File: src/rtl/enw_pkg.sv
// Shared types for the edge noise window.
package enw_pkg;
    typedef enum logic [1:0] {
        RATE_2K    = 2'd0,
        RATE_4K    = 2'd1,
        RATE_8K    = 2'd2,
        RATE_OTHER = 2'd3
    } rate_e;
endpackage

File: src/rtl/enw_rate_table.sv
// Maps the rate select to a nominal period and half-band length in
// system-clock cycles. Assumes every parameter fits in CNT_W bits.
module enw_rate_table #(
    parameter int CNT_W  = 16,
    parameter int PER_2K = 16384,
    parameter int PER_4K = 8192,
    parameter int PER_8K = 4096,
    parameter int HW_2K  = 410,
    parameter int HW_4K  = 205,
    parameter int HW_8K  = 102
) (
    input  logic [1:0]       rate_sel,
    output logic [CNT_W-1:0] period,
    output logic [CNT_W-1:0] half_win,
    output logic             low_rate
);
    import enw_pkg::*;

    // Lookup of period and half-band for the selected rate.
    always_comb begin
        low_rate = 1'b1;
        unique case (rate_e'(rate_sel))
            RATE_2K: begin period = CNT_W'(PER_2K); half_win = CNT_W'(HW_2K); end
            RATE_4K: begin period = CNT_W'(PER_4K); half_win = CNT_W'(HW_4K); end
            RATE_8K: begin period = CNT_W'(PER_8K); half_win = CNT_W'(HW_8K); end
            default: begin
                period   = '0;
                half_win = '0;
                low_rate = 1'b0;
            end
        endcase
    end
endmodule

File: src/rtl/enw_edge_timer.sv
// Tracks the cycles since the current anchor and flags when the present
// cycle lies inside the acceptance band. It re-anchors on an accepted
// edge and coasts by one period once the band has closed.
// Assumes period > half_win and that the incoming edge is a one-cycle strobe.
module enw_edge_timer #(
    parameter int CNT_W = 16
) (
    input  logic             clk,
    input  logic             rst_n,
    input  logic             active,
    input  logic             edge_in,
    input  logic [CNT_W-1:0] period,
    input  logic [CNT_W-1:0] half_win,
    output logic             anchored,
    output logic             in_band
);
    logic [CNT_W-1:0] since_q;
    logic [CNT_W-1:0] band_lo;
    logic [CNT_W-1:0] band_hi;
    logic             accept;

    // Band edges and the accept decision for this cycle.
    always_comb begin
        band_lo = period - half_win;
        band_hi = period + half_win;
        in_band = (since_q >= band_lo) && (since_q <= band_hi);
        accept  = edge_in && (!anchored || in_band);
    end

    // Anchor state and elapsed-cycle counter.
    always_ff @(posedge clk) begin
        if (!rst_n || !active) begin
            anchored <= 1'b0;
            since_q  <= '0;
        end else if (accept) begin
            anchored <= 1'b1;
            since_q  <= CNT_W'(1);
        end else if (anchored && since_q >= band_hi) begin
            since_q  <= since_q + CNT_W'(1) - period;
        end else if (anchored) begin
            since_q  <= since_q + CNT_W'(1);
        end
    end
endmodule

File: src/rtl/enw_reject_counter.sv
// Saturating counter of dropped edges. It advances once per reject request.
module enw_reject_counter #(
    parameter int CW = 8
) (
    input  logic          clk,
    input  logic          rst_n,
    input  logic          inc,
    output logic [CW-1:0] count
);
    localparam logic [CW-1:0] TOP = '1;

    // Increment and hold at the top value.
    always_ff @(posedge clk) begin
        if (!rst_n)
            count <= '0;
        else if (inc && count != TOP)
            count <= count + CW'(1);
    end
endmodule

File: src/rtl/edge_noise_window.sv
// Noise window filter for low-rate reference edges ahead of a DPLL phase
// detector. It forwards in-band edges and drops the rest, but only while
// enabled, locked and set to a low rate; otherwise every edge passes.
// Assumes edge_in is already synchronised and one cycle wide.
module edge_noise_window #(
    parameter int PER_2K = 16384,
    parameter int PER_4K = 8192,
    parameter int PER_8K = 4096,
    parameter int HW_2K  = 410,
    parameter int HW_4K  = 205,
    parameter int HW_8K  = 102,
    parameter int REJ_W  = 8
) (
    input  logic             clk,
    input  logic             rst_n,
    input  logic             edge_in,
    input  logic [1:0]       rate_sel,
    input  logic             win_en,
    input  logic             locked,
    output logic             edge_ok,
    output logic             edge_rej,
    output logic [REJ_W-1:0] rej_count
);
    localparam int MAX_P = (PER_2K > PER_4K) ? ((PER_2K > PER_8K) ? PER_2K : PER_8K)
                                             : ((PER_4K > PER_8K) ? PER_4K : PER_8K);
    localparam int MAX_H = (HW_2K > HW_4K) ? ((HW_2K > HW_8K) ? HW_2K : HW_8K)
                                           : ((HW_4K > HW_8K) ? HW_4K : HW_8K);
    localparam int CNT_W = $clog2(MAX_P + MAX_H + 2) + 1;

    logic [CNT_W-1:0] period;
    logic [CNT_W-1:0] half_win;
    logic             low_rate;
    logic             active;
    logic             anchored;
    logic             in_band;
    logic             drop;

    enw_rate_table #(
        .CNT_W(CNT_W), .PER_2K(PER_2K), .PER_4K(PER_4K), .PER_8K(PER_8K),
        .HW_2K(HW_2K), .HW_4K(HW_4K), .HW_8K(HW_8K)
    ) table_i (
        .rate_sel(rate_sel), .period(period), .half_win(half_win), .low_rate(low_rate)
    );

    // Filtering is active only when enabled, locked and at a low rate.
    always_comb begin
        active = win_en && locked && low_rate;
        drop   = edge_in && active && anchored && !in_band;
    end

    enw_edge_timer #(.CNT_W(CNT_W)) timer_i (
        .clk(clk), .rst_n(rst_n), .active(active), .edge_in(edge_in),
        .period(period), .half_win(half_win), .anchored(anchored), .in_band(in_band)
    );

    enw_reject_counter #(.CW(REJ_W)) rejcnt_i (
        .clk(clk), .rst_n(rst_n), .inc(drop), .count(rej_count)
    );

    // Registered output strobes.
    always_ff @(posedge clk) begin
        if (!rst_n) begin
            edge_ok  <= 1'b0;
            edge_rej <= 1'b0;
        end else begin
            edge_ok  <= edge_in && !drop;
            edge_rej <= drop;
        end
    end
endmodule

File: config.mk
export PLATFORM = sky130hd
export DESIGN_NAME = edge_noise_window
export DESIGN_NICKNAME = d
export VERILOG_FILES = /design/src/rtl/enw_pkg.sv /design/src/rtl/enw_rate_table.sv /design/src/rtl/enw_edge_timer.sv /design/src/rtl/enw_reject_counter.sv /design/src/rtl/edge_noise_window.sv
export SDC_FILE = /design/constraint.sdc
export NUM_CORES = 1
export LEC_CHECK = 0
export ABC_AREA = 0
export BUFFER_PORTS_ARGS = -buffer_cell sky130_fd_sc_hd__buf_2
export CORE_AREA = 8 8 158 145
export CTS_BUF_LIST = sky130_fd_sc_hd__clkbuf_16
export DETAILED_ROUTE_END_ITERATION = 6
export DIE_AREA = 0 0 166 153
export GPL_TIMING_DRIVEN = 0
export MAX_ROUTING_LAYER = met4
export PLACE_DENSITY = 0.39
export SLEW_MARGIN = 30
export SYNTH_ARGS = -nofsm -noshare
export SYNTH_HDL_FRONTEND = slang
export SYNTH_HIERARCHICAL = 1
export SYNTH_SLANG_ARGS = --single-unit
export TNS_END_PERCENT = 1
File: constraint.sdc
create_clock -name clk -period 5.14 [get_ports clk]
set_input_delay 1.028 -clock clk [delete_from_list [all_inputs] [get_ports clk]]
set_output_delay 1.028 -clock clk [all_outputs]
set_load 0.01 [all_outputs]
==> flow_summary.yaml, run 1 <==
clocking:
  postCtsHoldBufs: 0
  numClockSinks: 27
  cts_tree: "built"
  root_buffer: "clkbuf_16"
  clk_pin_slew_worst_paths_ns: 0.07
  cts_buffer_depth: 2
  numCtsBuffers: 3
  clk_latency_ns: 0.27
  htree_num_levels: 1
route:
  drcViolationCount: 0
  viasPerCell: 4.80
  dr.first_iter.drc_count: 291
  vias: 4573
  wl_um: 14500
  wl_per_cell_um: 15.2
  first_pass_iters: 6
  ant_nets: 0
synthesis:
  syn-mean-instance-area_um2: 7.75
  ys_types: 72
  yosysTopAreaCell: "ha_1"
  syn_inst: 636
  synth_ff_type: "dfxtp_1"
  ys_top_cells_by_area: "ha_1 22%, dfxtp_1 11%, xnor2_1 6.2%"
  synth_async_sr_flop_share_pct: 0
  synth_warnings: 6
  synth_seq_cells: 27
  ys_seq_area_share_pct: 11.0
  synth_top_area_share_pct: 21.6
  netlist_area_mm2: 0.00493
  synth_edf_count: 0
worst_setup_path:
  cp.arrival_ns: 5.24
  cp-start-kind: "primary input"
  crit_family: "compound AO/OA/AOI/OAI gates"
  worstSetupPathType: "primary input to flip-flop"
  cp_num_buf_inv: 3
  cpMostUsedCell: "o21a_1"
  crit_fanout: 4
  end_kind: "flip-flop"
  critPathMaxStageDelay_ns: 0.40
  cp.required_ns: 5.30
  crit_chain: "buf_8 -> ha_4 -> o21ba_4 -> inv_4 -> fa_2 -> a21o_1 -> a21oi_2 -> o21a_1 -> nor2_4 -> a211oi_4 -> buf_4 -> o21a_1 -> a311oi_2 -> ha_1 -> nand4_1 -> nor2_2 -> a21oi_1 -> o211ai_1 -> a31o_2 -> and2_4 -> nor3_4 -> nand3_2 -> or4_1 -> and3_4"
  crit_slowest_cell: "fa_2"
worst_hold_path:
  hold_path.class: "flip-flop to flip-flop"
sta:
  period_share_pct: 98.9
  holdWs_ns: 0.511
  hold_viol_final: 0
  finalClockSkew_ns: 0.00762
  fin_ws_ns: 0.0574
  fmax_ghz: 0.197
  max_slew.worst_pin.slew_ns: 0.702
  max_slew_margin_pct: 53.2
  rsz0062_at_grt: "true"
  setup_viol: 0
  slew_violations: 0
  min_period_ns: 5.08
power_and_ir_drop:
  ir_worst_vdd_mv: 0.112
  p_leak_nw: 2.61
  p_per_area_mw_per_mm2: 138
  power_uw: 813
floorplanning:
  die_area_mm2: 0.0254
  die_w_um: 166
  start_util_pct: 24.3
  die_h_um: 153
  core_area_mm2: 0.0203
  ios: 17
  rows: 50
grt:
  gr-usage-met3_pct: 0.721
  antenna_found_initial: 0
  grt_pass1_wl_um: 23500
  gr-total-overflow: 0
  busiest_layer: "met2"
  track_usage_pct: 11.4
  grt_use_met2_pct: 18.9
  grt_pass1_vias: 4525
  grt_max_degree: 16
  met1_usage_pct: 15.3
placement:
  routabilityCongestion: 0.837
  place_hpwl_um: 11800
  dpl-instance-area_mm2: 0.00544
  dp_slack_ns: -1.09
  io_buffers: 16
  placed_cells: 931
status:
  status: "finished, final reports clean"
finish:
  finalInstanceArea_mm2: 0.00590
  fillers: 2191
  final_common_cell: "ha_1"
  fin_nets: 788
  drive_above_1_share_pct: 20.4
  area_growth_pct: 19.6
  diodes: 0
  layout_common_cells: "78 x ha_1, 54 x inv_1, 45 x buf_4"
  fin_cells: 952
flow_run:
  maxCapViolCount: 0
==> cell type report <==
class / instances / area [um2] / share of cell area, %
multi-input cells: 528 / 4200 / 71.1
well taps: 260 / 325 / 5.52
repair buffers: 34 / 235 / 3.99
inverters: 58 / 233 / 3.95
flip-flops and latches: 27 / 541 / 9.16
clock inverters: 1 / 5.00 / 0.0849
clock buffers: 3 / 75.1 / 1.27
plain buffers: 41 / 289 / 4.90
==> synthesized netlist by cell type (3+ instances only) <==
library cell  count
nand3_2           4
o31ai_1           3
o21ai_0          20
ha_1             85
o21a_1            7
a211oi_1         12
nor2b_1           8
o21bai_1          7
a211oi_2          9
and3_1           15
fa_1              3
a31oi_1           8
dfxtp_1          27
a21o_1           11
clkbuf_1          9
xnor2_1          35
nor3_1           17
mux2i_1          12
inv_1            58
nand2b_1         11
nand3_1          12
or2_2             4
o31a_1            4
o211ai_1          3
nand2_1          40
a311oi_1          5
or4_1             3
nand4_1           9
buf_2             5
nor2_1           45
a21oi_1          47
buf_4            26
or3_1             8
xor2_1           12
o21ai_1           5
==> tightest hold or removal path: stages, from the launching register on <==
cell and delay [ns]:
dfxtp_1 0.35, nand2_1 0.07, mux2i_1 0.05
==> final timing paths <==
path / slack (ns) / to / cells past startpoint / startpoint
hold reg to reg: 0.51 / rejcnt_i/count[1] / 2 / rejcnt_i/count[1]
setup / recovery: 0.06 / rejcnt_i/count[6] / 24 / rate_sel[1]
setup reg to reg: 1.57 / timer_i/since_q[13] / 12 / timer_i/since_q[1]
hold / removal: 0.51 / rejcnt_i/count[1] / 2 / rejcnt_i/count[1]
==> state kept, by name, summed over array words and instances, names as in the netlist <==
name / count
timer_i/since_q: 16
rejcnt_i/count: 8
edge_ok: 1
edge_rej: 1
timer_i/anchored: 1
==> report_power, final <==
group / switching, mW / internal [mW] / total [mW]
sequential: 0.00119 / 0.210 / 0.211
combinational: 0.233 / 0.187 / 0.420
clock: 0.0770 / 0.105 / 0.182
total: 0.311 / 0.502 / 0.813
==> per-stage QoR <==
| step | setup TNS, ns | util (%) |
|---|---|---|
| final | 0 | 29.0 |
| after detailed placement | -14.60 | 26.8 |
| after floorplan | 0 | - |
| after CTS | -0.0169 | 28.8 |
| after global routing | -0.389 | 29.0 |
| after global placement | -12.14 | 26.8 |
==> kinds of logic (layout without fill, tap and decap cells) <==
group / Yosys count / in the layout / share of synthesized area [%]
AOI/OAI and AO/OA: 171 / 171 / 24.9
muxes: 12 / 12 / 2.44
DFF: 27 / 27 / 11.0
other: 1 / 20 / 0.0760
buffers and inverters: 100 / 137 / 10.0
xor gates and xnor gates: 47 / 47 / 8.35
and+or+nand+nor: 190 / 190 / 20.4
adders and majority gates: 88 / 88 / 22.8
==> layer usage <==
layer	share of wire [%]	vias up
met5	0	-
met4	0.73	0
met3	1.8	8
met2	46	59
met1	52	2156
li1	-	2350
==> what timing repair did <==
item	CTS	global route
endpoints found under the setup margin	25	12
setup buffers	17	1
pin swaps	26	9
gates resized for setup	48	13
Power figures use the tool's default switching activity.
==> run 2: changes to the inputs <==
- CELL_PAD_IN_SITES_DETAIL_PLACEMENT: unset -> 0
- CELL_PAD_IN_SITES_GLOBAL_PLACEMENT: unset -> 1
- PLACE_DENSITY: 0.39 -> 0.48
==> flow_summary.yaml, run 2 (same netlist as run 1, synthesis figures left out) <==
grt:
  grt_max_degree: 17
  met1_usage_pct: 16.7
  antenna_found_initial: 0
  gr-total-overflow: 0
  track_usage_pct: 12.1
  grt_use_met2_pct: 19.3
  grt_pass1_wl_um: 24500
  grt_pass1_vias: 4525
  busiest_layer: "met2"
  gr-usage-met3_pct: 1.03
route:
  wl_um: 15100
  first_pass_iters: 5
  wl_per_cell_um: 15.9
  vias: 4561
  ant_nets: 0
  dr.first_iter.drc_count: 339
  drcViolationCount: 0
  viasPerCell: 4.80
status:
  status: "finished, violations left"
  violations: "negative setup slack"
worst_setup_path:
  r2r-end: "timer_i/since_q[11]"
  rr_worst_depth: 12
  end_kind: "flip-flop"
  worstSetupPathType: "primary input to flip-flop"
  cp-start-kind: "primary input"
  cp.arrival_ns: 5.38
  crit_fanout: 4
  crit_end: "rejcnt_i/count[3]"
  rr_startpoint: "timer_i/since_q[1]"
  startpoint: "rate_sel[0]"
  cp.required_ns: 5.34
  r2r_slack_ns: 1.71
power_and_ir_drop:
  p_per_area_mw_per_mm2: 140
  p_int_uw: 502
  clkPwrFrac_pct: 23.3
  seq_power_share_pct: 25.6
  switchingPower_uw: 323
  swShare_pct: 39.2
  p_comb_share_pct: 51.1
  p_leak_nw: 2.62
  ir_worst_vdd_mv: 0.102
clocking:
  cts_buffer_depth: 2
  numCtsBuffers: 3
  numClockSinks: 27
  root_buffer: "clkbuf_16"
  cts_tree: "built"
  clk_pin_slew_worst_paths_ns: 0.08
  clk_latency_ns: 0.27
  htree_num_levels: 1
  postCtsHoldBufs: 0
finish:
  fin_cells: 950
  reg_top3: "timer_i/since_q x16, rejcnt_i/count x8"
  finalInstanceArea_mm2: 0.00591
  largest_reg_flops: 16
  layout_common_cells: "79 x ha_1, 54 x inv_1, 43 x a21oi_1"
  fillers: 2192
  multiInputGateArea_mm2: 0.00421
  fin_nets: 786
  diodes: 0
  largest-register: "timer_i/since_q"
  area_growth_pct: 19.8
  drive_above_1_share_pct: 20.0
  seqCellArea_um2: 541
  final_common_cell: "ha_1"
sta:
  finalClockSkew_ns: 0.00385
  slew_violations: 0
  fmax_ghz: 0.193
  period_share_pct: 101
  holdWs_ns: 0.523
  rsz0062_at_grt: "true"
  fin_ws_ns: -0.0400
  max_slew.worst_pin.slew_ns: 0.824
  setup_viol: 3
  min_period_ns: 5.18
  max_slew_margin_pct: 45.0
  hold_viol_final: 0
worst_hold_path:
  hp-start: "rejcnt_i/count[5]"
  hold_path.class: "flip-flop to flip-flop"
placement:
  io_buffers: 16
  dpl-instance-area_mm2: 0.00544
  routabilityCongestion: 0.790
  place_hpwl_um: 12000
  placed_cells: 931
floorplanning:
  start_util_pct: 24.3
  ios: 17
  core_area_mm2: 0.0203
  rows: 50
  die_area_mm2: 0.0254
  die_h_um: 153
  die_w_um: 166
flow_run:
  maxCapViolCount: 0
## run 2: cell types whose count changed in the layout (fill, tap and decap cells not counted), sizes merged
cell and delta:
buf -3, clkbuf +1, clkinv -1, clkinvlp +1
## run 2: cell type report
type,count,share of cell area (%)
clock buffer,3,1.27
inverter,58,3.98
sequential,27,9.15
multi-input combinational,528,71.2
timing repair buffer,32,3.87
buffer,41,4.89
clock inverter,1,0.127
tap,260,5.50
## run 2: metrics by stage
step / setup TNS [ns] / setup slack (ns) / total power [mW] / util, %
floorplan: 0 / 0.0329 / 0.500 / -
global placement: -13.40 / -1.06 / 0.565 / 26.8
global route: -0.996 / -0.241 / 0.894 / 29.1
CTS: 0 / 0.00238 / 0.803 / 28.4
finish: -0.0933 / -0.0400 / 0.825 / 29.1
detailed placement: -15.09 / -1.15 / 0.569 / 26.8
## run 2: metal layers
metal  vias to the layer above  part of all wire (%)
li1                       2342                     -
met3                         8                   2.6
met4                         0                  0.68
met5                         -                     0
met1                      2141                    52
met2                        70                    44
## run 2: power groups by stage
stage / registers (mW) / logic [mW] / clock network [mW]
after floorplan: 0.216 / 0.284 / 0
after global placement: 0.216 / 0.349 / 0
after detailed placement: 0.216 / 0.353 / 0
after CTS: 0.211 / 0.390 / 0.201
after global routing: 0.211 / 0.473 / 0.210
final: 0.211 / 0.421 / 0.192
## run 2: worst max-delay path, stage by stage
cell and delay [ns]:
buf_12 0.12, ha_4 0.16, o21ba_4 0.25, inv_4 0.05, fa_2 0.39, a21o_1 0.23, a21oi_4 0.19, o21a_1 0.19
nor2_4 0.06, a211oi_4 0.26, nor2_2 0.09, a311oi_2 0.30, ha_1 0.30, nand4_1 0.11, nor2_2 0.06, a21oi_2 0.13
o211ai_1 0.09, a31o_2 0.27, and2_4 0.16, nor3_4 0.19, buf_6 0.14, nand4_1 0.19, buf_4 0.21, nor3_2 0.09
o21bai_1 0.12
## run 2: worst min path at each step
stage | endpoint | slack [ns] | depth (start not counted)
final | rejcnt_i/count[5] | 0.52 | 1
after global routing | rejcnt_i/count[5] | 0.56 | 1
after CTS | rejcnt_i/count[5] | 0.53 | 1
after detailed placement | rejcnt_i/count[5] | 0.51 | 1
after global placement | rejcnt_i/count[1] | 0.49 | 2
after floorplan | timer_i/since_q[13] | 0.51 | 2
## run 2: repair_timing
action,in CTS,in global routing
setup buffers,11,5
resized for setup,41,24
pin swaps,23,23
endpoints found under the setup margin,25,8
